### src/rtl/fsu_pkg.sv
package fsu_pkg;
  typedef enum logic [1:0] {
    FSU_COUNT = 2'd0,
    FSU_TRACK = 2'd1,
    FSU_HOLD  = 2'd2
  } fsu_state_e;

  typedef struct packed {
    logic discard;
    logic redirect;
    logic icmiss;
  } fsu_flags_t;
endpackage

### src/rtl/fsu_interval.sv
module fsu_interval #(
  parameter int CNT_W = 20
) (
  input  logic             clk,
  input  logic             rst_n,
  input  logic             take,
  input  logic [CNT_W-1:0] max_cnt,
  output logic [CNT_W-1:0] cnt_q,
  output logic             hit
);
  logic [CNT_W-1:0] cnt_d;
  logic [CNT_W:0]   cnt_inc;

  assign cnt_inc = {1'b0, cnt_q} + {{CNT_W{1'b0}}, 1'b1};
  assign hit     = take && (cnt_inc >= {1'b0, max_cnt});

  always_comb begin
    cnt_d = cnt_q;
    if (hit) begin
      cnt_d = '0;
    end else if (take) begin
      cnt_d = cnt_inc[CNT_W-1:0];
    end
  end

  always_ff @(posedge clk or negedge rst_n) begin
    if (!rst_n) begin
      cnt_q <= '0;
    end else if (take) begin
      cnt_q <= cnt_d;
    end
  end

  // a tag decision always leaves the counter at the reload value
  a_r2_reload_zero: assert property (@(posedge clk) disable iff (!rst_n)
    hit |=> (cnt_q == '0));
endmodule

### src/rtl/fsu_flight.sv
module fsu_flight #(
  parameter int DEPTH = 4
) (
  input  logic clk,
  input  logic rst_n,
  input  logic fs_valid,
  input  logic fc_valid,
  input  logic tag,
  input  logic tracking,
  output logic tag_done
);
  localparam int OCC_W = $clog2(DEPTH + 1);

  logic [OCC_W-1:0] occ_q, occ_d;
  logic [OCC_W-1:0] ahead_q, ahead_d;
  logic             ahead_en;
  logic             older_done;

  assign older_done = fc_valid && (occ_q != '0);
  assign tag_done   = tracking && fc_valid && (ahead_q == '0);

  always_comb begin
    occ_d = occ_q + OCC_W'(fs_valid) - OCC_W'(older_done);
  end

  always_comb begin
    ahead_en = 1'b0;
    ahead_d  = ahead_q;
    if (tag) begin
      ahead_en = 1'b1;
      ahead_d  = occ_q - OCC_W'(older_done);
    end else if (tracking && fc_valid && (ahead_q != '0)) begin
      ahead_en = 1'b1;
      ahead_d  = ahead_q - OCC_W'(1);
    end
  end

  always_ff @(posedge clk or negedge rst_n) begin
    if (!rst_n) begin
      occ_q <= '0;
    end else if (fs_valid || fc_valid) begin
      occ_q <= occ_d;
    end
  end

  always_ff @(posedge clk or negedge rst_n) begin
    if (!rst_n) begin
      ahead_q <= '0;
    end else if (ahead_en) begin
      ahead_q <= ahead_d;
    end
  end

  // in-flight occupancy stays within the supported depth
  a_r4_occ_bound: assert property (@(posedge clk) disable iff (!rst_n)
    occ_q <= OCC_W'(DEPTH));

  // the tagged fetch is itself outstanding, so fewer fetches are ahead of it than in flight
  a_r4_ahead_below_occ: assert property (@(posedge clk) disable iff (!rst_n)
    tracking |-> (ahead_q < occ_q));
endmodule

### src/rtl/fsu_lat_timer.sv
module fsu_lat_timer #(
  parameter int LAT_W = 16
) (
  input  logic             clk,
  input  logic             rst_n,
  input  logic             load,
  input  logic             run,
  output logic [LAT_W-1:0] lat_q
);
  localparam logic [LAT_W-1:0] LAT_MAX = {LAT_W{1'b1}};
  localparam logic [LAT_W-1:0] LAT_ONE = LAT_W'(1);

  logic [LAT_W-1:0] lat_d;
  logic             lat_en;

  always_comb begin
    lat_en = 1'b0;
    lat_d  = lat_q;
    if (load) begin
      lat_en = 1'b1;
      lat_d  = LAT_ONE;
    end else if (run && (lat_q != LAT_MAX)) begin
      lat_en = 1'b1;
      lat_d  = lat_q + LAT_ONE;
    end
  end

  always_ff @(posedge clk or negedge rst_n) begin
    if (!rst_n) begin
      lat_q <= '0;
    end else if (lat_en) begin
      lat_q <= lat_d;
    end
  end

  // once at the ceiling the timer stays there until reloaded
  a_r5_no_wrap: assert property (@(posedge clk) disable iff (!rst_n)
    (run && !load && (lat_q == LAT_MAX)) |=> (lat_q == LAT_MAX));
endmodule

### src/rtl/fsu_sample_bank.sv
module fsu_sample_bank
  import fsu_pkg::*;
#(
  parameter int ADDR_W = 48,
  parameter int LAT_W  = 16
) (
  input  logic              clk,
  input  logic              rst_n,
  input  logic              start_cap,
  input  logic [ADDR_W-1:0] start_addr,
  input  logic              start_redirect,
  input  logic              end_cap,
  input  logic [LAT_W-1:0]  end_lat,
  input  logic              end_icmiss,
  input  logic              end_discard,
  output logic [ADDR_W-1:0] smp_addr,
  output logic [LAT_W-1:0]  smp_lat,
  output fsu_flags_t        smp_flags
);
  logic [ADDR_W-1:0] pend_addr_q;
  logic              pend_redir_q;
  fsu_flags_t        flags_d;

  always_ff @(posedge clk or negedge rst_n) begin
    if (!rst_n) begin
      pend_addr_q  <= '0;
      pend_redir_q <= 1'b0;
    end else if (start_cap) begin
      pend_addr_q  <= start_addr;
      pend_redir_q <= start_redirect;
    end
  end

  always_comb begin
    flags_d          = '0;
    flags_d.icmiss   = end_icmiss;
    flags_d.redirect = pend_redir_q;
    flags_d.discard  = end_discard;
  end

  always_ff @(posedge clk or negedge rst_n) begin
    if (!rst_n) begin
      smp_addr  <= '0;
      smp_lat   <= '0;
      smp_flags <= '0;
    end else if (end_cap) begin
      smp_addr  <= pend_addr_q;
      smp_lat   <= end_lat;
      smp_flags <= flags_d;
    end
  end

  // visible sample fields change only on a capture
  a_r10_fields_hold: assert property (@(posedge clk) disable iff (!rst_n)
    !end_cap |=> ($stable(smp_addr) && $stable(smp_lat) && $stable(smp_flags)));
endmodule

### src/rtl/fetch_sample_unit.sv
module fetch_sample_unit
  import fsu_pkg::*;
#(
  parameter int CNT_W   = 20,
  parameter int ADDR_W  = 48,
  parameter int LAT_W   = 16,
  parameter int MAX_OUT = 4
) (
  input  logic              clk,
  input  logic              rst_n,
  input  logic [CNT_W-1:0]  cfg_max_count,
  input  logic              fs_valid,
  input  logic [ADDR_W-1:0] fs_addr,
  input  logic              fs_redirect,
  input  logic              fc_valid,
  input  logic              fc_icmiss,
  input  logic              fc_discard,
  input  logic              sw_clear,
  output logic [CNT_W-1:0]  cur_count,
  output logic              smp_valid,
  output logic [ADDR_W-1:0] smp_addr,
  output logic [LAT_W-1:0]  smp_latency,
  output logic              smp_icmiss,
  output logic              smp_redirect,
  output logic              smp_discard,
  output logic              smp_irq
);
  fsu_state_e       state_q, state_d;
  logic             counting, tracking;
  logic             take, hit, tag_done;
  logic             irq_q;
  logic [LAT_W-1:0] lat_now;
  fsu_flags_t       flags;

  assign counting = (state_q == FSU_COUNT);
  assign tracking = (state_q == FSU_TRACK);
  assign take     = counting && fs_valid;

  always_comb begin
    state_d = state_q;
    unique case (state_q)
      FSU_COUNT: if (hit)      state_d = FSU_TRACK;
      FSU_TRACK: if (tag_done) state_d = FSU_HOLD;
      FSU_HOLD:  if (sw_clear) state_d = FSU_COUNT;
      default:                 state_d = FSU_COUNT;
    endcase
  end

  always_ff @(posedge clk or negedge rst_n) begin
    if (!rst_n) begin
      state_q <= FSU_COUNT;
    end else begin
      state_q <= state_d;
    end
  end

  always_ff @(posedge clk or negedge rst_n) begin
    if (!rst_n) begin
      irq_q <= 1'b0;
    end else begin
      irq_q <= tag_done;
    end
  end

  fsu_interval #(.CNT_W(CNT_W)) u_interval (
    .clk     (clk),
    .rst_n   (rst_n),
    .take    (take),
    .max_cnt (cfg_max_count),
    .cnt_q   (cur_count),
    .hit     (hit)
  );

  fsu_flight #(.DEPTH(MAX_OUT)) u_flight (
    .clk      (clk),
    .rst_n    (rst_n),
    .fs_valid (fs_valid),
    .fc_valid (fc_valid),
    .tag      (hit),
    .tracking (tracking),
    .tag_done (tag_done)
  );

  fsu_lat_timer #(.LAT_W(LAT_W)) u_lat (
    .clk   (clk),
    .rst_n (rst_n),
    .load  (hit),
    .run   (tracking),
    .lat_q (lat_now)
  );

  fsu_sample_bank #(.ADDR_W(ADDR_W), .LAT_W(LAT_W)) u_bank (
    .clk            (clk),
    .rst_n          (rst_n),
    .start_cap      (hit),
    .start_addr     (fs_addr),
    .start_redirect (fs_redirect),
    .end_cap        (tag_done),
    .end_lat        (lat_now),
    .end_icmiss     (fc_icmiss),
    .end_discard    (fc_discard),
    .smp_addr       (smp_addr),
    .smp_lat        (smp_latency),
    .smp_flags      (flags)
  );

  assign smp_valid    = (state_q == FSU_HOLD);
  assign smp_irq      = irq_q;
  assign smp_icmiss   = flags.icmiss;
  assign smp_redirect = flags.redirect;
  assign smp_discard  = flags.discard;

  // the fetch counter is frozen outside the counting state
  a_r9_count_frozen: assert property (@(posedge clk) disable iff (!rst_n)
    !counting |=> $stable(cur_count));

  // the interrupt only appears together with a valid sample
  a_r8_irq_with_valid: assert property (@(posedge clk) disable iff (!rst_n)
    smp_irq |-> smp_valid);

  // the interrupt is a single-cycle pulse
  a_r8_irq_pulse: assert property (@(posedge clk) disable iff (!rst_n)
    smp_irq |=> !smp_irq);

  // a tagged completion always yields a valid sample, discarded or not
  a_r7_done_gives_valid: assert property (@(posedge clk) disable iff (!rst_n)
    tag_done |=> smp_valid);

  // a clear of a held sample drops the valid flag
  a_r10_clear_drops: assert property (@(posedge clk) disable iff (!rst_n)
    (smp_valid && sw_clear) |=> !smp_valid);
endmodule

### config.mk
export PLATFORM = sky130hd
export DESIGN_NAME = fetch_sample_unit
export DESIGN_NICKNAME = d
export VERILOG_FILES = /design/src/rtl/fsu_pkg.sv /design/src/rtl/fsu_interval.sv /design/src/rtl/fsu_flight.sv /design/src/rtl/fsu_lat_timer.sv /design/src/rtl/fsu_sample_bank.sv /design/src/rtl/fetch_sample_unit.sv
export SDC_FILE = /design/constraint.sdc
export NUM_CORES = 1
export LEC_CHECK = 0
export BUFFER_PORTS_ARGS = -buffer_cell sky130_fd_sc_hd__buf_2
export CAP_MARGIN = 20
export CORE_MARGIN = 2
export CORE_UTILIZATION = 45
export DETAILED_ROUTE_END_ITERATION = 8
export PLACE_DENSITY = 0.79
export SETUP_SLACK_MARGIN = 0.15
export SLEW_MARGIN = 15
export SYNTH_ARGS = -nofsm -noshare
export SYNTH_HDL_FRONTEND = slang
export SYNTH_SLANG_ARGS = --single-unit
### constraint.sdc
create_clock -name clk -period 10.2 [get_ports clk]
set_input_delay 2.04 -clock clk [delete_from_list [all_inputs] [get_ports clk]]
set_output_delay 2.04 -clock clk [all_outputs]
set_load 0.01 [all_outputs]
# ---- After elaboration in Yosys (flattened, before gate mapping)
# Cells that the tools add are included.
# Widths: inputs -> output; s select.
dict set report word_totals {
  reg_bits 161
  in_bits 76
  output_inout_bits 89
}
dict set report op_classes {
  addsub 6
  magnitude_cmp 1
  n_eq_ne 6
  n_mux 13
  n_reduce_logical 17
}
# cell n
set ops {}
lappend ops {{$mux 16} 2}
lappend ops {{$add 20x1->21 const B} 1}
lappend ops {{$ge 21x20->1} 1}
lappend ops {{$mux 20} 1}
lappend ops {{$add 16x1->16 const B} 1}
lappend ops {{$ne 16x16->1 const B} 1}
lappend ops {{$logic_and 1x1->1} 7}
lappend ops {{$mux 2} 3}
lappend ops {{$mux 3} 2}
lappend ops {{$pmux 2 s3} 1}
lappend ops {{$reduce_bool 3->1} 2}
lappend ops {{$sub 3x1->3} 2}
lappend ops {{$mux 1} 4}
lappend ops {{$ne 2x2->1 const B} 2}
lappend ops {{$reduce_and 2->1} 2}
lappend ops {{$reduce_bool 2->1} 2}
lappend ops {{$add 3x1->3} 1}
lappend ops {{$logic_not 3->1} 1}
lappend ops {{$reduce_and 3->1} 1}
lappend ops {{$sub 3x1->3 const B} 1}
lappend ops {{$eq 2x1->1 const B} 1}
lappend ops {{$eq 2x2->1 const B} 1}
lappend ops {{$logic_not 2->1} 1}
lappend ops {{$ne 2x1->1 const B} 1}
lappend ops {{$logic_or 1x1->1} 1}

# ---- Longest topological paths before layout
# Gate-level depths: netlist of run 1.
dict set report depth {
  ltp_word 6
  ltp_mapped 14
  ltp_nobuf 13
}

# ---- By module
# A second synthesis of run 1 with hierarchy kept.
dict set report unflattened {
  cells_unflattened 614
  hier_area_um2 7802.5
}
# mod instances cells_each area_per_inst_um2 seq_area_each_um2
set modules_own_cells {}
lappend modules_own_cells {fsu_sample_bank 1 244 4415.5 2902.8}
lappend modules_own_cells {fsu_interval 1 214 1881.8 500.5}
lappend modules_own_cells {fsu_lat_timer 1 102 947.2 400.4}
lappend modules_own_cells {fsu_flight 1 43 432.9 150.1}
lappend modules_own_cells {fetch_sample_unit 1 11 125.1 75.1}

# ---- Worst setup path after synthesis of run 1
# OpenSTA, ideal clock, no wires.
dict set report synth_path {
  path_kind {input-to-reg}
  startpoint {input cfg_max_count[2]}
  endpoint {register u_bank.pend_addr_q[10]}
  arrival_ns 3.846
  required_time_ns 10.075
  path_slack_ns 6.229
  path_stages 9
  path_buffers 1
  path_cell_list {inv_1 ha_1 a21oi_1 a21oi_1 o2111ai_1 o2111ai_4 o21ai_4 buf_6 mux2_4}
}
dict set report synth_between {
  elab_chain_len 2
}
# item line
set synth_rtl {}
lappend synth_rtl {{from (decl)} fetch_sample_unit.sv:11} ;# input logic [CNT_W-1:0] cfg_max_count,
lappend synth_rtl {{$ge 21x20->1} fsu_interval.sv:15} ;# assign hit = take && (cnt_inc >= {1'b0, max_cnt});
lappend synth_rtl {{$logic_and 1x1->1} fsu_interval.sv:15}
lappend synth_rtl {{to (signal assigned)} fsu_sample_bank.sv:29} ;# pend_addr_q <= start_addr;
lappend synth_rtl {{to (decl)} fsu_sample_bank.sv:20} ;# logic [ADDR_W-1:0] pend_addr_q;
# No other way between the ends.
# A chain may end at the register's enable or synchronous reset.

# ---- Final worst setup path of run 1
dict set report layout_path {
  startpoint {register u_interval.cnt_q[0]}
  endpoint {register u_bank.pend_addr_q[5]}
}
dict set report layout_between {
  elab_chain_len 3
}
# item line
set layout_rtl {}
lappend layout_rtl {{from (decl)} fsu_interval.sv:8} ;# output logic [CNT_W-1:0] cnt_q,
lappend layout_rtl {{from (signal assigned)} fsu_interval.sv:30} ;# cnt_q <= cnt_d;
lappend layout_rtl {{$add 20x1->21} fsu_interval.sv:14} ;# assign cnt_inc = {1'b0, cnt_q} + {{CNT_W{1'b0}}, 1'b1};
lappend layout_rtl {{$ge 21x20->1} fsu_interval.sv:15}
lappend layout_rtl {{$logic_and 1x1->1} fsu_interval.sv:15}
# No other way between the ends.

==> flow_metrics.tcl, run 1 <==
set metrics [dict create \
    outcome "finished, final reports clean" \
    cts_tree "done" \
    regArea_um2 4030 \
    clock_latency_ns 0.42 \
    pin_count 165 \
    grt_setup_unrepaired "false" \
    synth_compound_area_frac 0.0650 \
    layout-drive-gt1-share 0.424 \
    wl_per_cell_um 16.4 \
    min_period_ns 4.73 \
    timing.rr.start "u_interval.cnt_q[0]" \
    fmax_mhz 211 \
    cts-root-buf "clkbuf_16" \
    avgViaCountPerCell 5.12 \
    setup_viol 0 \
    first_iter_violations 213 \
    route.detailed.drc 0 \
    area_growth_pct 21.1 \
    grt_first_pass_wirelength_um 26300 \
    leakage_uw 0.00489 \
    overflow 0 \
    start_util 0.459 \
    busiest_layer "met2" \
    p_per_area_nw_per_um2 247 \
    die_y_um 134 \
    dp_hpwl_um 10900 \
    fp.dieArea_um2 18000 \
    max-cap-violations 0 \
    path_clk_slew_ns 0.07 \
    die_w_um 134 \
    synth_seq_area_share 0.529 \
    hold_violations 0 \
    ctsResizeCount 0 \
    hold_start "u_bank.smp_lat[2]" \
    syn_inst 592 \
    avgSynthCellArea_um2 12.9 \
    fin_total_pwr_uw 2280 \
    synth.area.top_cells "dfrtp_1 53%, mux2_2 11%, mux2_4 9.1%" \
    min_to "u_bank.smp_lat[2]" \
    ys_types 45 \
    power.internal_uw 1530 \
    hold_class "reg2reg" \
    numCtsBuffers 17 \
    crit_fanout 54 \
    synth_edf_count 0 \
    reg2reg_setup_slack_ns 5.47 \
    min_period_over_period 0.464 \
    synth_ff_type "dfrtp_1" \
    numClockSinks 161 \
    layout_common_cells "163 x buf_2, 161 x dfrtp_1, 72 x mux2_2" \
    relSlewSlack 0.329 \
    worst_setup_path_start_kind "flop" \
    nets 860 \
    synthMuxAreaShare 0.204 \
    skew_ns 0.0112 \
    antenna_cells 0 \
    grt_pass1_vias 5251 \
    swShare 0.327 \
    drv_slew 0 \
    finalSetupTns_ns 0 \
    multi_input_area_um2 3330 \
    ys_ff_latch 161 \
    track_usage 0.186 \
    holdPathStages 1 \
    cp.required_ns 10.50 \
    r2r_cells 13 \
    seq_power_share 0.436 \
    cts_setup_buffers 0 \
    postCtsHoldBufs 0 \
    grt_max_degree 85 \
    power_frac_comb 0.283 \
    synthSimpleGateAreaFrac 0.0751 \
    synth_fa_ha_area_frac 0.0503 \
    ant_nets 0 \
    end_kind "flop" \
    final_common_cell "buf_2" \
    routabilityCongestion 0.837 \
    synth_top_area_share 0.529 \
    met1_usage 0.239 \
    yosys.area.top_type "dfrtp_1" \
    htreeDepth 4 \
    nFillCells 1435 \
    num_rows 47 \
    synth_fp_nets 698 \
    async_flop_share 1.00 \
    vdd_drop_max_uv 128 \
    synth_top_family_by_area "multiplexers" \
    yosys_warnings 0 \
    worstSetupPathType "reg2reg" \
    wl_um 16200 \
    rr_endpoint "u_bank.pend_addr_q[5]" \
    met2_usage 0.306 \
    drtPass1Iterations 5 \
    synth_area_um2 7620 \
    cp_data_arrival_time_ns 5.03 \
    p_sw_uw 746 \
    met3_usage 0.0457 \
    antenna_found_initial 0 \
    p_clk_frac 0.281 \
    routed-via-count 5052 \
    io_buffers 164 \
    worst_pin_slew_ns 1.01 \
    synth_xor_area_frac 0.0425 \
    clockBufferDepth 2 \
    core-area_um2 16600 \
]
-- cells by family (layout without fill, tap and decap cells) --
| logic type | Yosys count | in the layout |
|---|---|---|
| multiplexers | 123 | 123 |
| adder cells (fa/ha/maj) | 30 | 30 |
| flip-flops | 161 | 161 |
| AND/OR/NAND/NOR | 112 | 112 |
| buffers and inverters | 58 | 233 |
| XOR/XNOR | 37 | 37 |
| AO/OA/AOI/OAI | 71 | 71 |
-- through the flow --
stage / std cells / hold WS [ns] / utilization / setup WS, ns / cell area, um^2
after detailed placement: 954 / 0.488 / 0.519 / 5.32 / 8610
after global placement: 954 / 0.483 / 0.519 / 5.38 / 8610
after floorplan: 592 / 0.474 / - / 6.23 / 7620
final: 987 / 0.502 / 0.556 / 5.47 / 9220
after CTS: 986 / 0.505 / 0.555 / 5.44 / 9200
after global routing: 987 / 0.517 / 0.556 / 5.15 / 9220
-- area by class of cell --
cell class / instances / share of cell area
timing repair buffer: 169 / 0.0951
clock buffer: 18 / 0.0465
multi-input combinational: 373 / 0.361
sequential: 161 / 0.437
tap: 220 / 0.0298
inverter: 32 / 0.0130
clock inverter: 14 / 0.0176
-- metal layers --
layer | vias up | routed length (um)
li1 | 2405 | -
met1 | 2511 | 7010
met2 | 118 | 8100
met3 | 18 | 769
met4 | 0 | 284
met5 | - | 0
-- critical path, stage by stage (launching register included) --
cell and delay (ns):
dfrtp_1 0.45, ha_1 0.26, nand3_1 0.21, or4_1 0.61, nor4_1 0.50, xor2_1 0.19
ha_1 0.26, nand3_1 0.17, nor2_1 0.08, o2111ai_1 0.15, o2111ai_4 0.31, o21ai_4 0.21
buf_4 0.74, mux2_2 0.41
-- cells in the mapped netlist, types with 3 or more instances --
cell type and count:
dfrtp_1 161, mux2_2 72, mux2_4 46, inv_1 32, nand2_1 32, ha_1 29, a21oi_1 23, xor2_1 20
nor2_1 19, nand3_1 17, xnor2_1 17, clkbuf_1 14, o21ai_0 12, a211oi_1 7, buf_2 7, a21o_1 6
nand4_1 6, o31ai_1 6, and2_1 5, and3_1 5, and4_1 5, buf_6 5, mux2i_1 5, nor2b_1 5
or3_1 5, a32o_1 4, nor3_1 3, o2bb2ai_1 3
-- power groups by stage --
stage	clock network (uW)	logic (uW)	registers, uW
after floorplan	0	369	1020
final	641	645	993
after global routing	685	716	1020
after global placement	0	626	990
after detailed placement	0	651	1000
after CTS	657	654	993
-- how the worst max path moves through the flow --
stage	startpoint	to	slack, ns	cells after the start
after floorplan	cfg_max_count[2]	u_bank.pend_addr_q[10]	6.23	9
after global placement	cfg_max_count[2]	u_bank.pend_addr_q[6]	5.38	10
after detailed placement	cfg_max_count[14]	u_bank.pend_addr_q[5]	5.32	10
after CTS	u_interval.cnt_q[0]	u_bank.pend_addr_q[5]	5.44	13
after global routing	u_interval.cnt_q[0]	u_bank.pend_addr_q[7]	5.15	13
final	u_interval.cnt_q[0]	u_bank.pend_addr_q[5]	5.47	13
-- sequential cells by signal, indices dropped and copies added, names as in the netlist --
| register | count |
|---|---|
| u_flight.occ_q | 3 |
| u_bank.pend_addr_q | 48 |
| state_q | 2 |
| u_lat.lat_q | 16 |
| u_interval.cnt_q | 20 |
| u_bank.smp_lat | 16 |
| smp_irq | 1 |
| u_bank.pend_redir_q | 1 |
| u_bank.smp_flags | 3 |
| u_bank.smp_addr | 48 |
| u_flight.ahead_q | 3 |
(Power assumes the default switching activity.)
==> inputs of run 2 (changes only) <==
ABC_AREA = 1   (was default)
PLACE_DENSITY = 0.78   (was 0.79)
clock period = 4.8 ns   (was 10.2 ns; I/O delays follow)
==> run 2 against run 1 <==
Effect of this change: cell area grew 4.5%; clock skew grew 0.0039 ns; worst hold slack lost 0.033 ns; sequential share of layout area shrank 1.9 points; largest cell class unchanged; largest power group unchanged.
==> flow_metrics.tcl, run 2 <==
set metrics [dict create \
    power_frac_comb 0.326 \
    hold_class "reg2reg" \
    fmax_mhz 271 \
    worstSetupPathType "reg2reg" \
    avgSynthCellArea_um2 8.95 \
    p_per_area_nw_per_um2 564 \
    first_iter_violations 425 \
    finalSetupTns_ns 0 \
    relSlewSlack 0.408 \
    path_clk_slew_ns 0.07 \
    timing.rr.start "u_interval.cnt_q[4]" \
    swShare 0.386 \
    pin_count 165 \
    hold_violations 0 \
    nFillCells 1586 \
    yosys.area.top_type "dfrtp_1" \
    seq_power_share 0.422 \
    min_period_over_period 0.768 \
    io_buffers 164 \
    synth_ff_type "dfrtp_1" \
    ctsResizeCount 0 \
    ant_nets 0 \
    synth_edf_count 0 \
    yosysMostFrequentCell "nand2_1" \
    startpoint "u_interval.cnt_q[4]" \
    postCtsHoldBufs 0 \
    skew_ns 0.0151 \
    routabilityCongestion 0.913 \
    layout_common_cells "342 x nand2_1, 163 x buf_2, 161 x dfrtp_1" \
    synthTopCellsByCount "342 x nand2_1, 161 x dfrtp_1, 85 x inv_1" \
    cts_tree "done" \
    cts_setup_buffers 0 \
    synth.area.top_cells "dfrtp_1 50%, nand2_1 16%, nand2_4 6.0%" \
    syn_inst 906 \
    drv_slew 0 \
    async_flop_share 1.00 \
    start_util 0.454 \
    avgViaCountPerCell 4.81 \
    crit_chain "nand2_1 -> nor3_2 -> nand2_1 -> inv_2 -> nand3b_1 -> or2_0 -> xor2_1 -> inv_1 -> ha_1 -> nand2_1 -> nor3_1 -> nand2_1 -> inv_2 -> nand2_4 -> nand2_4 -> nand2_8 -> inv_12 -> nand2_1 -> nand2_1" \
    grt_pass1_vias 6117 \
    top_regs "u_bank.pend_addr_q (48), u_bank.smp_addr (48), u_interval.cnt_q (20)" \
    drtPass1Iterations 5 \
    grt_setup_unrepaired "false" \
    power.internal_uw 3340 \
    leakage_uw 0.00563 \
    p_clk_frac 0.252 \
    whs_ns 0.469 \
    route.detailed.drc 0 \
    area_growth_pct 19.0 \
    synth_top_area_share 0.497 \
    htreeDepth 4 \
    overflow 0 \
    worst_pin_slew_ns 0.887 \
    numCtsBuffers 17 \
    cpPeakStageDelay_ns 0.59 \
    cp_top_family "simple AND/OR/NAND/NOR gates" \
    nets 1170 \
    grt_first_pass_wirelength_um 29600 \
    core-area_um2 17800 \
    synth_fp_nets 1012 \
    die_y_um 138 \
    track_usage 0.191 \
    synth_area_um2 8110 \
    worst_setup_path_start_kind "flop" \
    fin_total_pwr_uw 5440 \
    crit_buf_inv 4 \
    final_common_cell "nand2_1" \
    wl_per_cell_um 13.6 \
    holdPathStages 2 \
    setup_viol 0 \
    ys_types 45 \
    clock_latency_ns 0.44 \
    synth_seq_area_share 0.497 \
    num_rows 49 \
    critical_path_depth 19 \
    yosys_warnings 0 \
    r2r_cells 19 \
    layout-drive-gt1-share 0.299 \
    reg2reg_setup_slack_ns 1.12 \
    dp_hpwl_um 12300 \
    wl_um 17800 \
    fp.dieArea_um2 19100 \
    cp_data_arrival_time_ns 4.06 \
    cpMostUsedCell "nand2_1" \
    numClockSinks 161 \
    end_kind "flop" \
    die_w_um 138 \
    vdd_drop_max_uv 282 \
    p_sw_uw 2100 \
    grt_max_degree 94 \
    min_period_ns 3.68 \
    crit_fanout 62 \
    cp.required_ns 5.18 \
    antenna_found_initial 3 \
    crit_slowest_cell "inv_12" \
    max-cap-violations 0 \
    cts-root-buf "clkbuf_16" \
    outcome "finished, final reports clean" \
    clockBufferDepth 2 \
    hold_start "u_bank.smp_addr[45]" \
    routed-via-count 6298 \
    ys_ff_latch 161 \
]
-- run 2: routing by layer --
layer	track usage	vias up	share of wire
met5	0	-	0
met4	0.0714	0	0.021
met3	0.0485	29	0.058
met2	0.310	180	0.48
met1	0.249	2981	0.44
li1	-	3108	-
-- run 2: logic make-up after synthesis --
kind of cell,count (synthesis),synth area share
compound gates,61,0.0421
fa+ha+maj,30,0.0472
xor+xnor,22,0.0238
flops,161,0.497
buf+inv,125,0.0752
simple gates,507,0.315
-- run 2: layout make-up --
cell class                      instances  area (um^2)  area share
Inverter                               97          377      0.0391
Clock buffer                           17          425      0.0441
Sequential cell                       161         4030       0.418
Tap cell                              229          287      0.0297
Timing Repair Buffer                  167          862      0.0894
Multi-Input combinational cell        620         3470       0.360
Antenna cell                            2         5.00    0.000519
Clock inverter                         15          184      0.0191
-- run 2: path summary, 6_finish.rpt --
check | end
setup reg to reg | u_bank.pend_addr_q[0]
min in group asynchronous | u_bank.smp_addr[22]
hold reg to reg | u_bank.smp_addr[45]
max in group asynchronous | u_lat.lat_q[8]
hold / removal | u_bank.smp_addr[45]
setup / recovery | u_bank.pend_addr_q[0]
-- run 2: through the flow --
stage,area (um^2),setup WS [ns],std cells,utilization
floorplan,8110,1.92,906,-
global placement,9030,1.23,1274,0.506
detailed placement,9030,1.14,1274,0.506
CTS,9640,1.09,1306,0.540
global route,9640,0.778,1306,0.540
finish,9640,1.12,1308,0.541
-- run 2: worst min-delay path, cell delays in order, from the launching register on --
cell,delay (ns)
dfrtp_1,0.34
nand2_1,0.05
nand2_1,0.05
-- run 2: power by group through the flow --
stage | Combinational (uW) | Sequential [uW] | Clock, uW
after floorplan | 1080 | 2380 | 0
after global placement | 1730 | 2290 | 0
after detailed placement | 1800 | 2310 | 0
after CTS | 1810 | 2290 | 1400
after global routing | 2020 | 2360 | 1460
final | 1780 | 2290 | 1370
